### config.mk
export PLATFORM = sky130hd
export DESIGN_NAME = core_clk_div
export DESIGN_NICKNAME = d
export VERILOG_FILES = /design/src/rtl/ccd_pkg.sv /design/src/rtl/ccd_ctrl_reg.sv /design/src/rtl/ccd_src_mux.sv /design/src/rtl/ccd_div.sv /design/src/rtl/core_clk_div.sv
export SDC_FILE = /design/constraint.sdc
export NUM_CORES = 1
export LEC_CHECK = 0
export BUFFER_PORTS_ARGS = -buffer_cell sky130_fd_sc_hd__buf_2
export CAP_MARGIN = 30
export CORE_AREA = 2 2 39 41
export CTS_BUF_LIST = sky130_fd_sc_hd__clkbuf_4 sky130_fd_sc_hd__clkbuf_8
export DETAILED_ROUTE_END_ITERATION = 16
export DIE_AREA = 0 0 41 43
export PLACE_DENSITY = 0.67
export SLEW_MARGIN = 20
export SYNTH_ARGS = -nofsm -noshare
export SYNTH_HDL_FRONTEND = slang
export SYNTH_HIERARCHICAL = 1
export SYNTH_SLANG_ARGS = --single-unit
### constraint.sdc
create_clock -name clk -period 1.7 [get_ports clk]
set_input_delay 0.34 -clock clk [delete_from_list [all_inputs] [get_ports clk]]
set_output_delay 0.34 -clock clk [all_outputs]
set_load 0.05 [all_outputs]
### src/rtl/ccd_pkg.sv
package ccd_pkg;
    localparam int MAX_DIV = 4;
    localparam int CNT_W   = $clog2(MAX_DIV);
    localparam int N_SRC   = 2;

    typedef struct packed {
        logic       src;    // 0: external master clock, 1: PLL
        logic [1:0] ratio;  // source rate / 256fs, minus one
        logic       en;
    } ccd_cfg_t;

    typedef struct packed {
        logic [CNT_W-1:0] cnt;
        logic             pulse;
    } ccd_div_t;
endpackage

### src/rtl/ccd_ctrl_reg.sv
module ccd_ctrl_reg
    import ccd_pkg::*;
#(
    parameter int REG_W = 8
) (
    input  logic             clk,
    input  logic             rst_n,
    input  logic             wr_en,
    input  logic [REG_W-1:0] wr_data,
    output ccd_cfg_t         cfg_o,
    output logic [CNT_W-1:0] div_m1_o,
    output logic             changed_o,
    output logic [REG_W-1:0] rd_data_o
);
    localparam int CFG_W = $bits(ccd_cfg_t);

    ccd_cfg_t cfg_d, cfg_q;
    ccd_cfg_t wr_cfg;

    always_comb begin
        wr_cfg    = ccd_cfg_t'(wr_data[CFG_W-1:0]);
        cfg_d     = cfg_q;
        changed_o = wr_en && (wr_cfg != cfg_q);
        if (wr_en) cfg_d = wr_cfg;
    end

    always_ff @(posedge clk) begin
        if (!rst_n) cfg_q <= '0;
        else        cfg_q <= cfg_d;
    end

    // PLL runs at the top ratio, so the effective divide is forced to max
    always_comb begin
        div_m1_o = cfg_q.src ? CNT_W'(MAX_DIV - 1) : cfg_q.ratio;
        rd_data_o = '0;
        rd_data_o[CFG_W-1:0] = {cfg_q.src, div_m1_o, cfg_q.en};
    end

    assign cfg_o = cfg_q;
endmodule

### src/rtl/ccd_src_mux.sv
module ccd_src_mux
    import ccd_pkg::*;
(
    input  logic [N_SRC-1:0]         ticks,
    input  logic [$clog2(N_SRC)-1:0] sel,
    output logic                     tick_o
);
    always_comb begin
        tick_o = 1'b0;
        for (int i = 0; i < N_SRC; i++) begin
            if (sel == i[$clog2(N_SRC)-1:0]) tick_o = ticks[i];
        end
    end
endmodule

### src/rtl/ccd_div.sv
module ccd_div
    import ccd_pkg::*;
(
    input  logic             clk,
    input  logic             rst_n,
    input  logic             tick,
    input  logic             en,
    input  logic             clear,
    input  logic [CNT_W-1:0] div_m1,
    output logic             pulse_o
);
    ccd_div_t st_d, st_q;

    always_comb begin
        st_d       = st_q;
        st_d.pulse = 1'b0;
        if (clear || !en) begin
            st_d.cnt = '0;
        end else if (tick) begin
            if (st_q.cnt == div_m1) begin
                st_d.cnt   = '0;
                st_d.pulse = 1'b1;
            end else begin
                st_d.cnt = st_q.cnt + 1'b1;
            end
        end
    end

    always_ff @(posedge clk) begin
        if (!rst_n) st_q <= '0;
        else        st_q <= st_d;
    end

    assign pulse_o = st_q.pulse;
endmodule

### src/rtl/core_clk_div.sv
module core_clk_div
    import ccd_pkg::*;
#(
    parameter int REG_W = 8
) (
    input  logic             clk,
    input  logic             rst_n,
    input  logic             wr_en,
    input  logic [REG_W-1:0] wr_data,
    output logic [REG_W-1:0] rd_data,
    input  logic             mclk_tick,
    input  logic             pll_tick,
    output logic             core_tick
);
    ccd_cfg_t         cfg;
    logic [CNT_W-1:0] div_m1;
    logic             changed;
    logic             sel_tick;

    ccd_ctrl_reg #(.REG_W(REG_W)) u_reg (
        .clk       (clk),
        .rst_n     (rst_n),
        .wr_en     (wr_en),
        .wr_data   (wr_data),
        .cfg_o     (cfg),
        .div_m1_o  (div_m1),
        .changed_o (changed),
        .rd_data_o (rd_data)
    );

    ccd_src_mux u_mux (
        .ticks  ({pll_tick, mclk_tick}),
        .sel    (cfg.src),
        .tick_o (sel_tick)
    );

    ccd_div u_div (
        .clk     (clk),
        .rst_n   (rst_n),
        .tick    (sel_tick),
        .en      (cfg.en),
        .clear   (changed),
        .div_m1  (div_m1),
        .pulse_o (core_tick)
    );
endmodule

### Word level (Yosys, flattened, before mapping)

Index checks and enable logic that the tools add are counted.

* flip-flop bits (word level): 7
* input port bits: 13
* output and inout bits: 9
* word-level logic and storage cells: 19

* add/subtract/negate cells: 1
* equal/unequal tests: 2
* multiplexer cells: 4
* bitwise operators: 2
* reductions and logical operators: 5

Operators by type and width (number)
* 2-bit two-way mux: 2
* 4-bit != test: 1
* 3-bit OR reduction: 1
* 2-bit by 1-bit adder with 2-bit output, second input constant: 1
* 2-bit equality test: 1
* 1-bit two-way mux: 2
* 1-bit inverter: 2
* 2-bit OR reduction: 1
* 1-bit logical AND: 1
* 1-bit logical NOT: 1
* 1-bit logical OR: 1

### Longest topological paths before layout

Gate-level depths: netlist of the first run.

* word-level depth: 4
* depth in mapped cells: 4

### Modules after synthesis

Netlist of the first run, hierarchy kept.

By module, submodules not included
* ccd_ctrl_reg: instances 1, cells an instance 29, area each 272.8 µm², seq. area each 80.1 µm²
* ccd_div: instances 1, cells an instance 17, area each 148.9 µm², seq. area each 60.1 µm²
* ccd_src_mux: instances 1, cells an instance 1, area each 15.0 µm², seq. area each 0.0 µm²

### Worst setup path before layout of the first run

OpenSTA, ideal clock, no wires.

* path type: register to register
* start point: register u_reg.cfg_q, in the netlist u_reg/cfg_o[3]
* end point: register u_div/st_q[2] in the netlist's numbering
* library setup time: 0.091 ns
* arrival time: 1.251 ns
* data required time: 1.609 ns
* slack: 0.358 ns
* cell stages (with the launch flop): 5
* buffers on the path: 0
* period minus slack after synthesis: 1.342 ns
* path through: dfxtp_1 -> xor2_1 -> o41a_1 -> nand3b_1 -> a311oi_1

* word-level cells in the longest chain between the ends: 4
* elaborated cells between the ends (all ways): 8
* those cells by class: 2 x eq/ne; 3 x mux; 3 x reduce/logical

Ends and longest elaborated chain
* start, declared: line ccd_ctrl_reg.sv:17 `ccd_cfg_t cfg_d, cfg_q;`
* start signal, assigned: line ccd_ctrl_reg.sv:29 `else cfg_q <= cfg_d;`
* 4-bit != test: line ccd_ctrl_reg.sv:23 `changed_o = wr_en && (wr_cfg != cfg_q);`
* 1-bit logical AND: line ccd_ctrl_reg.sv:23
* via changed: line core_clk_div.sv:17 `logic changed;`
* 1-bit logical OR: line ccd_div.sv:17 `if (clear || !en) begin`
* 2-bit OR reduction (no line)
* end signal, assigned: line ccd_div.sv:31 `else st_q <= st_d;`
* end, declared: line ccd_div.sv:12 `ccd_div_t st_d, st_q;`

The timed path passes the listed nets, and every way through them passes these cells.
A chain may end at the register's enable or synchronous reset.

### Worst setup path after layout of the first run

* start point: register u_reg.cfg_q, in the netlist u_reg/cfg_o[3]
* end point: output rd_data[1]

* word-level cells in the longest chain between the ends: 1

Ends and longest elaborated chain
* 2-bit two-way mux: line ccd_ctrl_reg.sv:34 `div_m1_o = cfg_q.src ? CNT_W'(MAX_DIV - 1) : cfg_q.ratio;`
* end, declared: line core_clk_div.sv:10 `output logic [REG_W-1:0] rd_data,`

No other way between the ends.

==> summary.md, run 1 <==
| Metric | Value |
|---|---|
| Status | finished, final reports clean |
| Pre-CTS setup slack | 150 ps |
| Antenna viol nets, final | 0 |
| Endpoint class of the critical path | output pin |
| Count leader, synth | buf_4 |
| Reg2reg setup slack | 200 ps |
| Post-CTS Hold Buffers | 0 |
| Full die area | 0.00176 mm^2 |
| Top cells by area, synth | dfxtp_1, buf_4, xor2_1 |
| Setup Skew | 1.13 ps |
| Gr ovfl total | 0 |
| Layout Nets | 72 |
| Area growth from synthesis to layout | 14.0% |
| Hold crit path type | in -> reg |
| First drt pass iteration count | 4 |
| Lkg Pwr | 0.000250 uW |
| Die Wd | 41 um |
| Kind of start point of the critical path | register |
| Fillers | 149 |
| Maxcap violations | 0 |
| First-pass GRT wire length | 1100 um |
| Hold path cells | 2 |
| Final setup margin | 161 ps |
| Routed WL | 712 um |
| Num Clock Sinks | 7 |
| DP Area | 468 um^2 |
| DP Wirelength | 566 um |
| Post-route setup TNS | 0 ps |
| Synth warn | 6 |
| Worst R2R Path Depth | 4 |
| Post-Syn Area | 437 um^2 |
| Initial Util | 0.316 |
| Final instance area | 498 um^2 |
| DRC | 0 |
| Worst Hold Launch | rst_n |
| Leading area contributor after synthesis | dfxtp_1 |
| Post-synth EDFFs | 0 |
| Synth top cells by count | buf_4, dfxtp_1, nor2b_1, xor2_1, mux2i_1 |
| Async SR Flop Fraction | 0 |
| Critical R2R Capture | u_div/st_q[2]$_SDFFE_PP0P_ |
| CTS Root Cell | clkbuf_4 |
| Yosys top cell area share | 0.321 |
| Core ar. | 0.00138 mm^2 |
| Vias in the first global route | 286 |
| FP Rows | 14 |
| Initial antenna violation count | 0 |
| ANT cells | 0 |
| Final period utilization | 0.905 |
| First DRT Iteration DRCs | 5 |
| Pwr Total | 455 uW |
| Ports | 22 |
| Crit-path max FO | 6 |
| Vias | 340 |
| Gp weighted congestion | 0.647 |
| CTS tree | built |
| Post-synthesis sequential area ratio | 0.321 |
| F_max | 0.650 GHz |
| Final setup fails | 0 |
| Arrival time at the worst endpoint | 1200 ps |
| Worst Hold Path EP | u_reg/cfg_o[1]$_SDFFE_PN0P_ |
| Clk buf depth | 2 |
| Die height | 43 um |
| Vias/cell | 4.59 |
| Register bit total from synthesis | 7 |
| PD cells | 914 mW/mm^2 |
| FF-to-FF Start | u_reg/cfg_o[3]$_SDFFE_PN0P_ |
| Synth Flop Type | dfxtp_1 |
| CTS H-tree lvls | 1 |
| PostCTS Resize Cnt | 0 |
| # Post-CTS Setup Buffers | 0 |
| # port buffers | 13 |
| Distinct cells, synth | 21 |
| Hold_ws | 369 ps |
| Final hold violations | 0 |
| Clock-pin slew on the worst setup and hold paths | 50 ps |
| Total CTS buffers | 3 |
| Unrepaired setup endpoints after global routing | no |
| Fin crit period | 1540 ps |
| Worst skew pair latency | 240 ps |
| Critical Path RT | 1360 ps |
| Syn Inst Count | 47 |
| Max rail drop VDD | 0.329 mV |
| Total track usage | 0.0947 |
| Largest net degree at the start of global routing | 7 |
| Proportion of layout cells with a drive suffix above 1 | 0.362 |
| Fin. max-slew vios | 0 |
| Mean Syn Cell Area | 9.29 um^2 |
| Crit Path Class | reg -> out |
| WL/cell | 9.62 um |
[kinds of logic (layout without fill, tap and decap cells)]
family                 count (synthesis)  count (layout)  share of synthesized area
flip-flops                             7               7                      0.321
multiplexers                           5               5                      0.126
AND/OR/NAND/NOR                       12              12                      0.166
XOR/XNOR                               6               6                      0.120
AO/OA/AOI/OAI                          6               6                      0.100
other                                  1               4                    0.00859
buffers and inverters                 10              18                      0.158
[area by class of cell]
| class | count | area, um^2 | area share |
|---|---|---|---|
| Inverter | 1 | 3.75 | 0.00754 |
| Tap cell | 16 | 20.0 | 0.0402 |
| Clock buffer | 4 | 30.0 | 0.0603 |
| Sequential cell | 7 | 140 | 0.281 |
| Multi-Input combinational cell | 33 | 239 | 0.480 |
| Timing Repair Buffer | 13 | 65.1 | 0.131 |
[critical path, stage by stage (launching register included)]
cell and delay [ps]:
dfxtp_1 360, or2_2 370, buf_2 230
[power by group]
part | switching (uW) | internal [uW]
sequential | 6.53 | 171
clock | 57.6 | 105
combinational | 76.7 | 38.4
[layout by cell type, fill, tap and decap left out]
cell type,count
a21o_1,1
a21oi_1,1
a311oi_1,1
a31oi_1,1
buf_2,13
clkbuf_4,4
conb_1,4
dfxtp_1,7
inv_2,1
mux2_4,1
mux2i_1,4
nand2_1,1
nand2b_1,2
nand3b_1,1
nor2b_1,5
nor3_1,1
o21ai_0,1
o41a_1,1
or2_2,2
xnor2_1,1
xor2_1,5
[routing by layer]
layer / global-route usage / wire, um / vias to the layer above
li1: - / - / 169
met2: 0.138 / 336 / 14
met4: 0.0600 / 0 / 0
met5: 0 / 0 / -
met1: 0.114 / 322 / 157
met3: 0.0314 / 53 / 0
[worst max path at each step]
stage / startpoint / endpoint / slack (ps) / cells past startpoint
after global routing: u_reg/cfg_o[3]$_SDFFE_PN0P_ / u_div/st_q[2]$_SDFFE_PP0P_ / 80 / 4
after detailed placement: wr_data[3] / u_div/st_q[2]$_SDFFE_PP0P_ / 150 / 5
after CTS: u_reg/cfg_o[3]$_SDFFE_PN0P_ / rd_data[1] / 150 / 2
after global placement: wr_data[3] / u_div/st_q[2]$_SDFFE_PP0P_ / 170 / 5
final: u_reg/cfg_o[3]$_SDFFE_PN0P_ / rd_data[1] / 160 / 2
after floorplan: u_reg/cfg_o[3]$_SDFFE_PN0P_ / u_div/st_q[2]$_SDFFE_PP0P_ / 360 / 4
[state kept, by name, indices dropped and copies added (netlist names)]
signal	count
u_div/st_q	2
u_reg/cfg_o	4
u_div/pulse_o	1
[through the flow]
step,cells,utilization
after global placement,70,0.338
after global routing,74,0.360
after floorplan,50,-
after detailed placement,70,0.338
final,74,0.360
after CTS,74,0.360
(Power assumes the default switching activity.)
==> run 2, diff against run 1 <==
--- a/config.mk
+++ b/config.mk
@@ -7,11 +7,13 @@
 export LEC_CHECK = 0
 export BUFFER_PORTS_ARGS = -buffer_cell sky130_fd_sc_hd__buf_2
 export CAP_MARGIN = 30
-export CORE_AREA = 2 2 39 41
+export CELL_PAD_IN_SITES_DETAIL_PLACEMENT = 0
+export CELL_PAD_IN_SITES_GLOBAL_PLACEMENT = 1
+export CORE_MARGIN = 2
+export CORE_UTILIZATION = 32
 export CTS_BUF_LIST = sky130_fd_sc_hd__clkbuf_4 sky130_fd_sc_hd__clkbuf_8
 export DETAILED_ROUTE_END_ITERATION = 16
-export DIE_AREA = 0 0 41 43
-export PLACE_DENSITY = 0.67
+export PLACE_DENSITY = 0.85
 export SLEW_MARGIN = 20
 export SYNTH_ARGS = -nofsm -noshare
 export SYNTH_HDL_FRONTEND = slang
==> summary.md, run 2 (synthesis gave the netlist of run 1 again) <==
| Metric | Value |
|---|---|
| Most frequent cells in the layout | buf_2, dfxtp_1, xor2_1, nor2b_1 |
| Ports | 22 |
| Fin. max-slew vios | 0 |
| # port buffers | 13 |
| CTS H-tree lvls | 1 |
| Vias/cell | 4.29 |
| Clock-pin slew on the worst setup and hold paths | 50 ps |
| Crit-path max FO | 6 |
| Cells after DPL | 69 |
| Final setup fails | 0 |
| Worst-path cell chain | or2_2 > buf_2 |
| Hold crit path type | in -> reg |
| ANT cells | 0 |
| Gp weighted congestion | 0.667 |
| Unrepaired setup endpoints after global routing | no |
| CP Buf/Inv Count | 1 |
| Number of flip-flops under the largest register name | 4 |
| Endpoint class of the critical path | output pin |
| WL/cell | 9.49 um |
| First-pass GRT wire length | 1120 um |
| CP top delay family | simple AND/OR/NAND/NOR gates |
| Total CTS buffers | 3 |
| Total track usage | 0.107 |
| Crit Path Class | reg -> out |
| Crit path max-delay cell type | or2_2 |
| Clk buf depth | 2 |
| Critical Path Max Stage Delay | 370 ps |
| Final period utilization | 0.915 |
| First drt pass iteration count | 3 |
| Die Wd | 40.9 um |
| Status | finished, final reports clean |
| PostCTS Resize Cnt | 0 |
| PD cells | 920 mW/mm^2 |
| Critical Path RT | 1360 ps |
| DRC | 0 |
| Layout Nets | 72 |
| CTS tree | built |
| Setup Skew | 4.79 ps |
| FP Rows | 13 |
| Area growth from synthesis to layout | 13.8% |
| Initial Util | 0.340 |
| FF-to-FF Start | u_reg/cfg_o[3]$_SDFFE_PN0P_ |
| # Post-CTS Setup Buffers | 0 |
| Post-route setup TNS | 0 ps |
| Proportion of layout cells with a drive suffix above 1 | 0.362 |
| Worst skew pair latency | 250 ps |
| Initial antenna violation count | 0 |
| Vias | 313 |
| CTS Root Cell | clkbuf_4 |
| Pwr Total | 457 uW |
| Max rail drop VDD | 0.474 mV |
| Worst Hold Launch | rst_n |
| Maxcap violations | 0 |
| Worst Setup SP | u_reg/cfg_o[3]$_SDFFE_PN0P_ |
| Vias in the first global route | 278 |
| Full die area | 0.00168 mm^2 |
| Post-CTS Hold Buffers | 0 |
| Routed WL | 693 um |
| Die height | 40.9 um |
| Final core area utilization | 0.387 |
| Fin crit period | 1560 ps |
| Largest net degree at the start of global routing | 7 |
| Gr ovfl total | 0 |
| Post-Layout Cell Count | 73 |
| Kind of start point of the critical path | register |
| Antenna viol nets, final | 0 |
| Final hold violations | 0 |
| Num Clock Sinks | 7 |
| F_max | 0.643 GHz |
| First DRT Iteration DRCs | 6 |
| Arrival time at the worst endpoint | 1220 ps |
| Lkg Pwr | 0.000250 uW |
| Core ar. | 0.00128 mm^2 |
| Most common cell after layout, fill and taps aside | buf_2 |
| DP Wirelength | 555 um |
-- run 2: cell counts in the layout (fill, tap and decap cells not counted) --
Identical to the previous run, type by type.
-- run 2: layout make-up --
type / instances / area [um^2]
Fill cell: 140 / 788
Sequential cell: 7 / 140
Inverter: 1 / 3.75
Multi-Input combinational cell: 33 / 239
Clock buffer: 4 / 30.0
Timing Repair Buffer: 13 / 65.1
Tap cell: 15 / 18.8
-- run 2: routing by layer --
metal	global-route usage	wire, um	up-vias
li1	-	-	167
met1	0.114	328	134
met2	0.176	306	12
met3	0.0652	58	0
met4	0.0250	0	0
met5	0	0	-
-- run 2: final timing paths --
| check | cells after the start | end | slack (ps) |
|---|---|---|---|
| worst max-delay path | 2 | rd_data[1] | 140 |
| worst min-delay path | 2 | u_reg/cfg_o[3]$_SDFFE_PN0P_ | 370 |
| worst max register to register | 4 | u_div/st_q[2]$_SDFFE_PP0P_ | 230 |
| worst min register to register | 1 | u_div/st_q[2]$_SDFFE_PP0P_ | 510 |
-- run 2: stage by stage --
step / setup WS [ps] / hold WS (ps) / cell area [um^2]
floorplan: 358 / 468 / 448
global placement: 203 / 485 / 467
detailed placement: 178 / 498 / 467
CTS: 128 / 362 / 497
global route: 90.8 / 372 / 497
finish: 144 / 366 / 497
-- run 2: report_power, final --
part | leakage [uW] | internal [uW] | switching [uW] | total, uW
logic | 0.000174 | 38.4 | 76.5 | 115
registers | 0.0000572 | 171 | 6.61 | 177
clock network | 0.0000184 | 105 | 59.5 | 165
total | 0.000250 | 314 | 143 | 457
-- run 2: worst register-to-register path: stages (launching register included) --
cell and delay (ps):
dfxtp_1 360, xor2_1 180, o41a_1 410, nand3b_1 210, a311oi_1 220
